<file path="config.mk">
export PLATFORM = sky130hd
export DESIGN_NAME = adc_rd_ctrl
export DESIGN_NICKNAME = d
export VERILOG_FILES = /design/src/rtl/adc_rd_pkg.sv /design/src/rtl/adc_rd_sclk_gen.sv /design/src/rtl/adc_rd_capture.sv /design/src/rtl/adc_rd_ctrl.sv
export SDC_FILE = /design/constraint.sdc
export NUM_CORES = 1
export LEC_CHECK = 0
export ABC_AREA = 1
export CAP_MARGIN = 20
export CORE_MARGIN = 8
export CORE_UTILIZATION = 50
export CTS_CLUSTER_DIAMETER = 30
export DETAILED_ROUTE_END_ITERATION = 10
export DONT_BUFFER_PORTS = 1
export GPL_ROUTABILITY_DRIVEN = 0
export HOLD_SLACK_MARGIN = 0.02
export PLACE_DENSITY = 0.66
export REMOVE_ABC_BUFFERS = 1
export SLEW_MARGIN = 20
export SYNTH_ARGS = -nofsm -noshare
export SYNTH_HDL_FRONTEND = slang
export SYNTH_HIERARCHICAL = 1
export SYNTH_SLANG_ARGS = --single-unit
</file>
<file path="constraint.sdc">
create_clock -name clk -period 2.8 [get_ports clk]
set_input_delay 0.84 -clock clk [delete_from_list [all_inputs] [get_ports clk]]
set_output_delay 0.84 -clock clk [all_outputs]
set_load 0.03 [all_outputs]
</file>
<file path="src/rtl/adc_rd_pkg.sv">
package adc_rd_pkg;
  typedef enum logic [1:0] {
    ST_IDLE,
    ST_CONV,
    ST_WAIT,
    ST_READ
  } rd_state_e;
endpackage

</file>
<file path="src/rtl/adc_rd_sclk_gen.sv">
// Serial clock generator: low half then high half, NBITS pulses while en.
module adc_rd_sclk_gen #(
  parameter int DIV_HALF = 4,
  parameter int NBITS    = 16
) (
  input  logic clk,
  input  logic rst,
  input  logic en,
  output logic sclk,
  output logic cap,
  output logic last
);
  localparam int HW = $clog2(DIV_HALF + 1);
  localparam int BW = $clog2(NBITS + 1);

  logic [HW-1:0] hc;
  logic [BW-1:0] bcnt;
  logic          ph;
  logic          half_end;

  assign half_end = en && (hc == HW'(DIV_HALF - 1));
  assign cap      = half_end && ph;
  assign last     = cap && (bcnt == BW'(NBITS - 1));

  always_ff @(posedge clk) begin
    if (rst || !en) begin
      hc   <= '0;
      ph   <= 1'b0;
      bcnt <= '0;
      sclk <= 1'b0;
    end else if (half_end) begin
      hc   <= '0;
      ph   <= !ph;
      sclk <= !ph;
      if (ph) bcnt <= bcnt + 1'b1;
    end else begin
      hc <= hc + 1'b1;
    end
  end
endmodule

</file>
<file path="src/rtl/adc_rd_capture.sv">
// Shifts in sampled bits, strips leading bits, optional bit reversal.
module adc_rd_capture #(
  parameter int NBITS = 16,
  parameter int RES_W = 14
) (
  input  logic             clk,
  input  logic             rst,
  input  logic             cap,
  input  logic             last,
  input  logic             sdata,
  input  logic             lsb_first,
  output logic [RES_W-1:0] result,
  output logic             result_valid,
  output logic             lead_err
);
  logic [NBITS-2:0] sh;
  logic [NBITS-1:0] word;
  logic [RES_W-1:0] rev;

  assign word = {sh, sdata};

  for (genvar i = 0; i < RES_W; i++) begin : g_rev
    assign rev[i] = word[RES_W-1-i];
  end

  always_ff @(posedge clk) begin
    if (rst) begin
      sh           <= '0;
      result       <= '0;
      result_valid <= 1'b0;
      lead_err     <= 1'b0;
    end else begin
      result_valid <= 1'b0;
      if (cap) sh <= word[NBITS-2:0];
      if (last) begin
        result       <= lsb_first ? rev : word[RES_W-1:0];
        lead_err     <= |word[NBITS-1:RES_W];
        result_valid <= 1'b1;
      end
    end
  end
endmodule

</file>
<file path="src/rtl/adc_rd_ctrl.sv">
module adc_rd_ctrl #(
  parameter int DIV_HALF   = 4,
  parameter int CONV_PULSE = 8,
  parameter int CONV_WAIT  = 625,
  parameter int NBITS      = 16,
  parameter int RES_W      = 14
) (
  input  logic             clk,
  input  logic             rst,
  input  logic             start_req,
  input  logic             wait_on_busy,
  input  logic             lsb_first,
  input  logic             busy,
  input  logic             sdata,
  output logic             conv_n,
  output logic             sclk,
  output logic             dev_sel,
  output logic [RES_W-1:0] result,
  output logic             result_valid,
  output logic             lead_err
);
  import adc_rd_pkg::*;

  localparam int CW = $clog2(CONV_WAIT + 2);

  rd_state_e      st;
  logic [CW-1:0]  cnt;
  logic           mode_q;
  logic           lsb_q;
  logic           cap;
  logic           last;

  always_ff @(posedge clk) begin
    if (rst) begin
      st      <= ST_IDLE;
      cnt     <= '0;
      conv_n  <= 1'b1;
      dev_sel <= 1'b0;
      mode_q  <= 1'b0;
      lsb_q   <= 1'b0;
    end else begin
      case (st)
        ST_IDLE: begin
          if (start_req) begin
            st     <= ST_CONV;
            cnt    <= '0;
            conv_n <= 1'b0;
            mode_q <= wait_on_busy;
            lsb_q  <= lsb_first;
          end
        end
        ST_CONV: begin
          cnt <= cnt + 1'b1;
          if (cnt == CW'(CONV_PULSE - 1)) begin
            conv_n <= 1'b1;
            st     <= ST_WAIT;
          end
        end
        ST_WAIT: begin
          if (cnt != '1) cnt <= cnt + 1'b1;
          if (mode_q ? !busy : (cnt == CW'(CONV_WAIT - 1))) begin
            st      <= ST_READ;
            dev_sel <= 1'b1;
          end
        end
        ST_READ: begin
          if (last) begin
            st      <= ST_IDLE;
            dev_sel <= 1'b0;
          end
        end
        default: st <= ST_IDLE;
      endcase
    end
  end

  adc_rd_sclk_gen #(
    .DIV_HALF(DIV_HALF),
    .NBITS   (NBITS)
  ) u_sclk (
    .clk (clk),
    .rst (rst),
    .en  (dev_sel),
    .sclk(sclk),
    .cap (cap),
    .last(last)
  );

  adc_rd_capture #(
    .NBITS(NBITS),
    .RES_W(RES_W)
  ) u_cap (
    .clk         (clk),
    .rst         (rst),
    .cap         (cap),
    .last        (last),
    .sdata       (sdata),
    .lsb_first   (lsb_q),
    .result      (result),
    .result_valid(result_valid),
    .lead_err    (lead_err)
  );
endmodule

</file>
Yosys cells after proc, flatten, opt, wreduce, memory -nomap -nowiden. Index checks and enable logic that the tools add are counted.

Register bits after elaboration: 56. Input bits: 7. Output and inout bits: 19. Word-level logic and storage cells: 65.

$add $sub $neg: 3. Equal/unequal tests: 13. Muxes and demuxes: 17. Reduce and logical (&&, ||, !) cells: 19.

Operators by type and width (number): one-hot mux 10 bit (3 select lines) (1); 2-to-1 mux 10 bit (2); 2-to-1 mux 14 bit (1); adder 10 x 1 -> 10 bit (second input constant) (1); == test 10 bit (second input constant) (1); == test 10 x 3 -> 1 bit (second input constant) (1); != test 10 bit (second input constant) (1); != test 2 bit (second input constant) (5); AND reduction 3 bit (3); 2-to-1 mux 2 bit (4); one-hot mux 2 bit (4 select lines) (1); 2-to-1 mux 1 bit (6); adder 5 x 1 -> 5 bit (second input constant) (1); == test 5 x 4 -> 1 bit (second input constant) (1); == test 2 bit (second input constant) (2); one-hot mux 1 bit (2 select lines) (2); AND reduction 2 bit (2); AND reduction 4 bit (1); nonzero test 2 bit (2); OR reduction 2 bit (2); adder 3 x 1 -> 3 bit (second input constant) (1); == test 3 x 2 -> 1 bit (second input constant) (1); logical AND 1 bit (3); zero test 1 bit (3); other kinds (4) (4).

Longest topological paths before layout.
Depth in word-level cells: 6. Mapped depth: 12.

Cells and area by module. The synthesis kept the hierarchy.

By module, submodules not included: adc_rd_capture (instances 1, cells an instance 192, area each 1305.0 µm²); adc_rd_ctrl (instances 1, cells an instance 171, area each 1083.5 µm²); adc_rd_sclk_gen (instances 1, cells an instance 51, area each 412.9 µm²).

Worst setup path before layout. Ideal clock, no wire load.

Path kind: input port to flip-flop. Start: in start_req. End: reg cnt[4]. Library setup time: 0.114 ns. Data arrival time: 1.458 ns. Data required time: 2.686 ns. Path slack: 1.228 ns. Cell stages on the path: 7. Path buffers: 0. Cells stage by stage: nor2_1 > nor2_1 > nand2_4 > inv_6 > nand2_4 > nand2_4 > nor2_1.

Longest elaborated chain between the ends: 2.

Ends and longest elaborated chain: start, declared (line adc_rd_ctrl.sv:10) `input logic start_req,`; != test 2 bit (no line); AND reduction 3 bit (no line); end signal, assigned (line adc_rd_ctrl.sv:53) `cnt <= cnt + 1'b1;`; end signal, assigned (line adc_rd_ctrl.sv:60) `if (cnt != '1) cnt <= cnt + 1'b1;`; end, declared (line adc_rd_ctrl.sv:27) `logic [CW-1:0] cnt;`.

No other way between the ends. A chain may end at the register's enable or synchronous reset.

Worst setup path after layout.
Start: reg u_sclk.hc[0]. End: reg st[0].

Longest elaborated chain between the ends: 6.

Ends and longest elaborated chain: start, declared (line adc_rd_sclk_gen.sv:16) `logic [HW-1:0] hc;`; start signal, assigned (line adc_rd_sclk_gen.sv:37) `hc <= hc + 1'b1;`; == test 3 x 2 -> 1 bit (line adc_rd_sclk_gen.sv:21) `assign half_end = en && (hc == HW'(DIV_HALF - 1));`; logical AND 1 bit (line adc_rd_sclk_gen.sv:21); logical AND 1 bit (line adc_rd_sclk_gen.sv:22) `assign cap = half_end && ph;`; logical AND 1 bit (line adc_rd_sclk_gen.sv:23) `assign last = cap && (bcnt == BW'(NBITS - 1));`; net last (line adc_rd_ctrl.sv:31) `logic last;`; != test 2 bit (no line); AND reduction 4 bit (no line); end signal, assigned (line adc_rd_ctrl.sv:35) `st <= ST_IDLE;`; end signal, assigned (line adc_rd_ctrl.sv:45) `st <= ST_CONV;`; end signal, assigned (line adc_rd_ctrl.sv:56) `st <= ST_WAIT;`; end, declared (line adc_rd_ctrl.sv:26) `rd_state_e st;`.

The timed path passes the listed nets, and every way through them passes these cells.

==> impl_metrics.xml <==
<?xml version="1.0" encoding="UTF-8"?>
<metrics>
  <group name="layout">
    <metric name="post_route_cells_drive_above_1_share" unit="%">8.27</metric>
    <metric name="finish.net_count" unit="">428</metric>
    <metric name="footprint_of_the_multi_input_gates" unit="µm²">1380</metric>
    <metric name="finalInstanceArea" unit="µm²">2910</metric>
    <metric name="filler_cell_count" unit="">561</metric>
    <metric name="layout-area-overhead-vs-synth" unit="%">3.89</metric>
    <metric name="non_filler_cells_final" unit="">483</metric>
    <metric name="antenna_cells" unit="">0</metric>
    <metric name="area_taken_by_flip_flops_and_latches" unit="µm²">1120</metric>
  </group>
  <group name="critical_path">
    <metric name="worst_r2r_endpoint" unit="">st[0]</metric>
    <metric name="timing.critical_path.to_type" unit="">flip-flop</metric>
    <metric name="critical_path.endpoint" unit="">st[0]</metric>
    <metric name="crit_arrival" unit="ns">2.15</metric>
    <metric name="timing.critical_path.fanout_max" unit="">31</metric>
    <metric name="slowest_delay" unit="ns">0.36</metric>
    <metric name="worst_r2r_path_depth" unit="">11</metric>
    <metric name="worstPathBufferInverterCount" unit="">2</metric>
    <metric name="critical_path.most_common_cell" unit="">sky130_fd_sc_hd__nor2_1</metric>
    <metric name="critical_path.startpoint" unit="">u_sclk/hc[0]</metric>
    <metric name="critical_path.startpoint_type" unit="">flip-flop</metric>
    <metric name="timing.critical_path.depth" unit="">11</metric>
    <metric name="crit_chain" unit="">ha_1 &gt; ha_1 &gt; nand3_4 &gt; nor2_2 &gt; buf_4 &gt; nor2_1 &gt; inv_1 &gt; nand2_1 &gt; nor2_1 &gt; nor2_1 &gt; nor2_1</metric>
    <metric name="r2r-start" unit="">u_sclk/hc[0]</metric>
    <metric name="cp_data_required_time" unit="ns">3.05</metric>
    <metric name="worst_path_max_delay_cell" unit="">sky130_fd_sc_hd__dfxtp_1</metric>
    <metric name="critical_path_class" unit="">reg -&gt; reg</metric>
    <metric name="regToRegSetupSlack" unit="ns">0.90</metric>
    <metric name="critical_path.top_delay_family" unit="">simple AND/OR/NAND/NOR gates</metric>
  </group>
  <group name="worst_hold_path">
    <metric name="hold_path.class" unit="">reg -&gt; reg</metric>
  </group>
  <group name="synthesis">
    <metric name="seq_area_frac_synth" unit="%">40.0</metric>
    <metric name="post-synth-top-count-cell" unit="">sky130_fd_sc_hd__nor2_1</metric>
    <metric name="synth_largest_type_area_fraction" unit="%">40.0</metric>
    <metric name="postSynth.topFlopCell" unit="">sky130_fd_sc_hd__dfxtp_1</metric>
    <metric name="ys_ff_latch" unit="">56</metric>
    <metric name="number_of_unique_standard_cell_types_used_by_synthesis" unit="">29</metric>
    <metric name="post_synth_edffs" unit="">0</metric>
    <metric name="netlist_area" unit="µm²">2800</metric>
    <metric name="syn-mean-instance-area" unit="µm²">6.77</metric>
    <metric name="netlist.top_cell.by_area" unit="">sky130_fd_sc_hd__dfxtp_1</metric>
    <metric name="synth-warning-count" unit="">6</metric>
    <metric name="synth_common_cells" unit="">sky130_fd_sc_hd__nor2_1, sky130_fd_sc_hd__nand2_1, sky130_fd_sc_hd__dfxtp_1</metric>
    <metric name="async_s_r_ff_share_synth" unit="%">0</metric>
    <metric name="synthCells" unit="">414</metric>
    <metric name="dominant_cells_by_area_after_synthesis" unit="">sky130_fd_sc_hd__dfxtp_1, sky130_fd_sc_hd__nor2_1, sky130_fd_sc_hd__nand2_1</metric>
  </group>
  <group name="placement">
    <metric name="post-place-cells" unit="">475</metric>
    <metric name="detailed_place.area" unit="µm²">2810</metric>
    <metric name="port-buffer-count" unit="">0</metric>
    <metric name="dp_hpwl" unit="mm">3.88</metric>
  </group>
  <group name="detailed_routing">
    <metric name="total_wirelength" unit="mm">5.42</metric>
    <metric name="detail_route.first_pass.iterations" unit="">4</metric>
    <metric name="starting_drt_drc_count" unit="">87</metric>
    <metric name="routed_wire_length_per_instance" unit="µm">11.2</metric>
    <metric name="vias_per_cell" unit="">4.84</metric>
    <metric name="detailroute.via_count" unit="">2336</metric>
    <metric name="postRouteAntennaNets" unit="">0</metric>
    <metric name="detail_route.drc_violations" unit="">0</metric>
  </group>
  <group name="cts">
    <metric name="cts.root.buffer_cell" unit="">sky130_fd_sc_hd__clkbuf_8</metric>
    <metric name="postCtsResizedCells" unit="">0</metric>
    <metric name="cts_hold_buffers" unit="">0</metric>
    <metric name="numCtsBuffers" unit="">5</metric>
    <metric name="h-tree-depth" unit="">2</metric>
    <metric name="tritoncts" unit="">built</metric>
    <metric name="post-cts-setup-buffer-count" unit="">0</metric>
    <metric name="cts.clk_slew.worst_paths" unit="ns">0.10</metric>
    <metric name="clkLatencyLatePin" unit="ns">0.31</metric>
    <metric name="clock_path_buffers" unit="">2</metric>
    <metric name="clock_sinks" unit="">56</metric>
  </group>
  <group name="timing">
    <metric name="skew" unit="ns">0.00942</metric>
    <metric name="min_period_over_period" unit="%">67.9</metric>
    <metric name="report.final.slew_viol_count" unit="">0</metric>
    <metric name="worst_slew_pin_slew" unit="ns">0.886</metric>
    <metric name="report.final.hold_viol_count" unit="">0</metric>
    <metric name="tns" unit="ns">0</metric>
    <metric name="peak_clock_frequency_supported_by_timing" unit="MHz">526</metric>
    <metric name="rsz_0062_raised_after_global_routing" unit="">false</metric>
    <metric name="timing.final.setup_violations" unit="">0</metric>
    <metric name="fin_crit" unit="ns">1.90</metric>
    <metric name="maxSlewHeadroom" unit="%">40.9</metric>
  </group>
  <group name="global_route">
    <metric name="number_of_antenna_violations_at_the_first_check_in_global_routing" unit="">0</metric>
    <metric name="grt_start_max_net_pins" unit="">32</metric>
    <metric name="grt_overflow_total" unit="">0</metric>
    <metric name="grt_pass1_wl" unit="mm">9.77</metric>
    <metric name="grtUsageTotal" unit="%">13.8</metric>
    <metric name="first_global_vias" unit="">2222</metric>
  </group>
  <group name="floorplan">
    <metric name="start_util" unit="%">51.2</metric>
    <metric name="die_x" unit="µm">90.9</metric>
    <metric name="core_area" unit="µm²">5470</metric>
    <metric name="dieHeight" unit="µm">90.9</metric>
    <metric name="die_area" unit="µm²">8250</metric>
    <metric name="rows" unit="">27</metric>
    <metric name="io-pin-count" unit="">26</metric>
  </group>
  <group name="power_and_ir_drop">
    <metric name="ir_drop" unit="V">0.000451</metric>
    <metric name="total_power" unit="µW">1780</metric>
    <metric name="static-leakage-power" unit="µW">0.00128</metric>
    <metric name="p_per_area" unit="nW/µm²">611</metric>
  </group>
  <group name="job">
    <metric name="max_cap_viol_count" unit="">0</metric>
  </group>
  <group name="outcome">
    <metric name="run_status" unit="">completed</metric>
  </group>
</metrics>
placed cells by master (no fill, tap or decap):
cell / synthesis / final
sky130_fd_sc_hd__a21oi_1: 11 / 11
sky130_fd_sc_hd__a21oi_2: 3 / 3
sky130_fd_sc_hd__a31oi_1: 1 / 1
sky130_fd_sc_hd__buf_4: 1 / 1
sky130_fd_sc_hd__clkbuf_8: 0 / 6
sky130_fd_sc_hd__clkinv_1: 1 / 1
sky130_fd_sc_hd__clkinv_2: 0 / 1
sky130_fd_sc_hd__clkinv_4: 1 / 1
sky130_fd_sc_hd__dfxtp_1: 56 / 56
sky130_fd_sc_hd__ha_1: 11 / 11
sky130_fd_sc_hd__inv_1: 48 / 48
sky130_fd_sc_hd__inv_2: 5 / 5
sky130_fd_sc_hd__inv_6: 1 / 2
sky130_fd_sc_hd__nand2_1: 86 / 86
sky130_fd_sc_hd__nand2_2: 3 / 3
sky130_fd_sc_hd__nand2_4: 3 / 3
sky130_fd_sc_hd__nand3_1: 12 / 12
sky130_fd_sc_hd__nand3_4: 1 / 1
sky130_fd_sc_hd__nand4_1: 1 / 1
sky130_fd_sc_hd__nand4_2: 1 / 1
sky130_fd_sc_hd__nor2_1: 110 / 109
sky130_fd_sc_hd__nor2_2: 3 / 4
sky130_fd_sc_hd__nor2_4: 2 / 2
sky130_fd_sc_hd__nor3_1: 2 / 2
sky130_fd_sc_hd__nor3_2: 1 / 1
sky130_fd_sc_hd__o21ai_0: 33 / 33
sky130_fd_sc_hd__o21ai_1: 4 / 4
sky130_fd_sc_hd__o21bai_1: 1 / 1
sky130_fd_sc_hd__xor2_1: 1 / 1
layout make-up:
type                    instances  area share, %
clock buffers                   6           2.84
clock inverters                 2          0.473
inverters                      56           7.57
multi-input cells             290           47.2
flip-flops and latches         56           38.5
well taps                      72           3.10
repair buffers                  1          0.258
sequential cells by signal, summed over array words and instances (netlist names):
name / count
u_cap/result: 14
u_cap/sh: 15
u_sclk/hc: 3
dev_sel: 1
lsb_q: 1
u_cap/lead_err: 1
u_cap/result_valid: 1
cnt: 10
conv_n: 1
u_sclk/bcnt: 5
st: 2
mode_q: 1
u_sclk/ph: 1
worst reg2reg max path, stage by stage, from the launching register on:
cell	delay [ns]
sky130_fd_sc_hd__dfxtp_1	0.36
sky130_fd_sc_hd__ha_1	0.17
sky130_fd_sc_hd__ha_1	0.23
sky130_fd_sc_hd__nand3_4	0.15
sky130_fd_sc_hd__nor2_2	0.12
sky130_fd_sc_hd__buf_4	0.29
sky130_fd_sc_hd__nor2_1	0.11
sky130_fd_sc_hd__inv_1	0.06
sky130_fd_sc_hd__nand2_1	0.08
sky130_fd_sc_hd__nor2_1	0.13
sky130_fd_sc_hd__nor2_1	0.05
sky130_fd_sc_hd__nor2_1	0.10
kinds of logic (layout without fill, tap and decap cells):
group	after synthesis	in the layout	share of synthesized area, %
buffers and inverters	68	65	11.0
AND/OR/NAND/NOR	225	225	33.8
AO/OA/AOI/OAI	53	53	10.0
XOR/XNOR	1	1	0.313
flip-flops	56	56	40.0
adder cells (fa/ha/maj)	11	11	4.91
power by group:
part | switching (µW) | internal [µW]
Clock | 262 | 203
Sequential | 89.3 | 837
Combinational | 262 | 124
through the flow:
step / worst slack, ns / utilization (%) / hold slack [ns]
floorplan: 0.479 / - / 0.399
global placement: 1.00 / 51.4 / 0.406
detailed placement: 0.908 / 51.4 / 0.433
CTS: 0.882 / 53.2 / 0.448
global route: 0.671 / 53.2 / 0.472
finish: 0.898 / 53.2 / 0.449
worst min path at each step:
stage / startpoint / endpoint / slack, ns / depth (start not counted)
2_1_floorplan: u_sclk/hc[0] / u_sclk/hc[0] / 0.40 / 1
3_3_place_gp: u_sclk/hc[0] / u_sclk/hc[0] / 0.41 / 1
3_5_place_dp: u_sclk/hc[0] / u_sclk/hc[0] / 0.43 / 1
4_1_cts: u_sclk/hc[0] / u_sclk/hc[0] / 0.45 / 1
5_1_grt: u_sclk/hc[0] / u_sclk/hc[0] / 0.47 / 1
6_report: u_sclk/hc[0] / u_sclk/hc[0] / 0.45 / 1
layer usage:
metal / routed length, µm / up-vias / track usage, %
met5: 0 / - / 0
met4: 125 / 0 / 6.00
met3: 227 / 12 / 4.07
met2: 2390 / 30 / 22.7
met1: 2680 / 1039 / 16.2
li1: - / 1255 / -
Note: power is estimated with default switching activity, not from simulation.
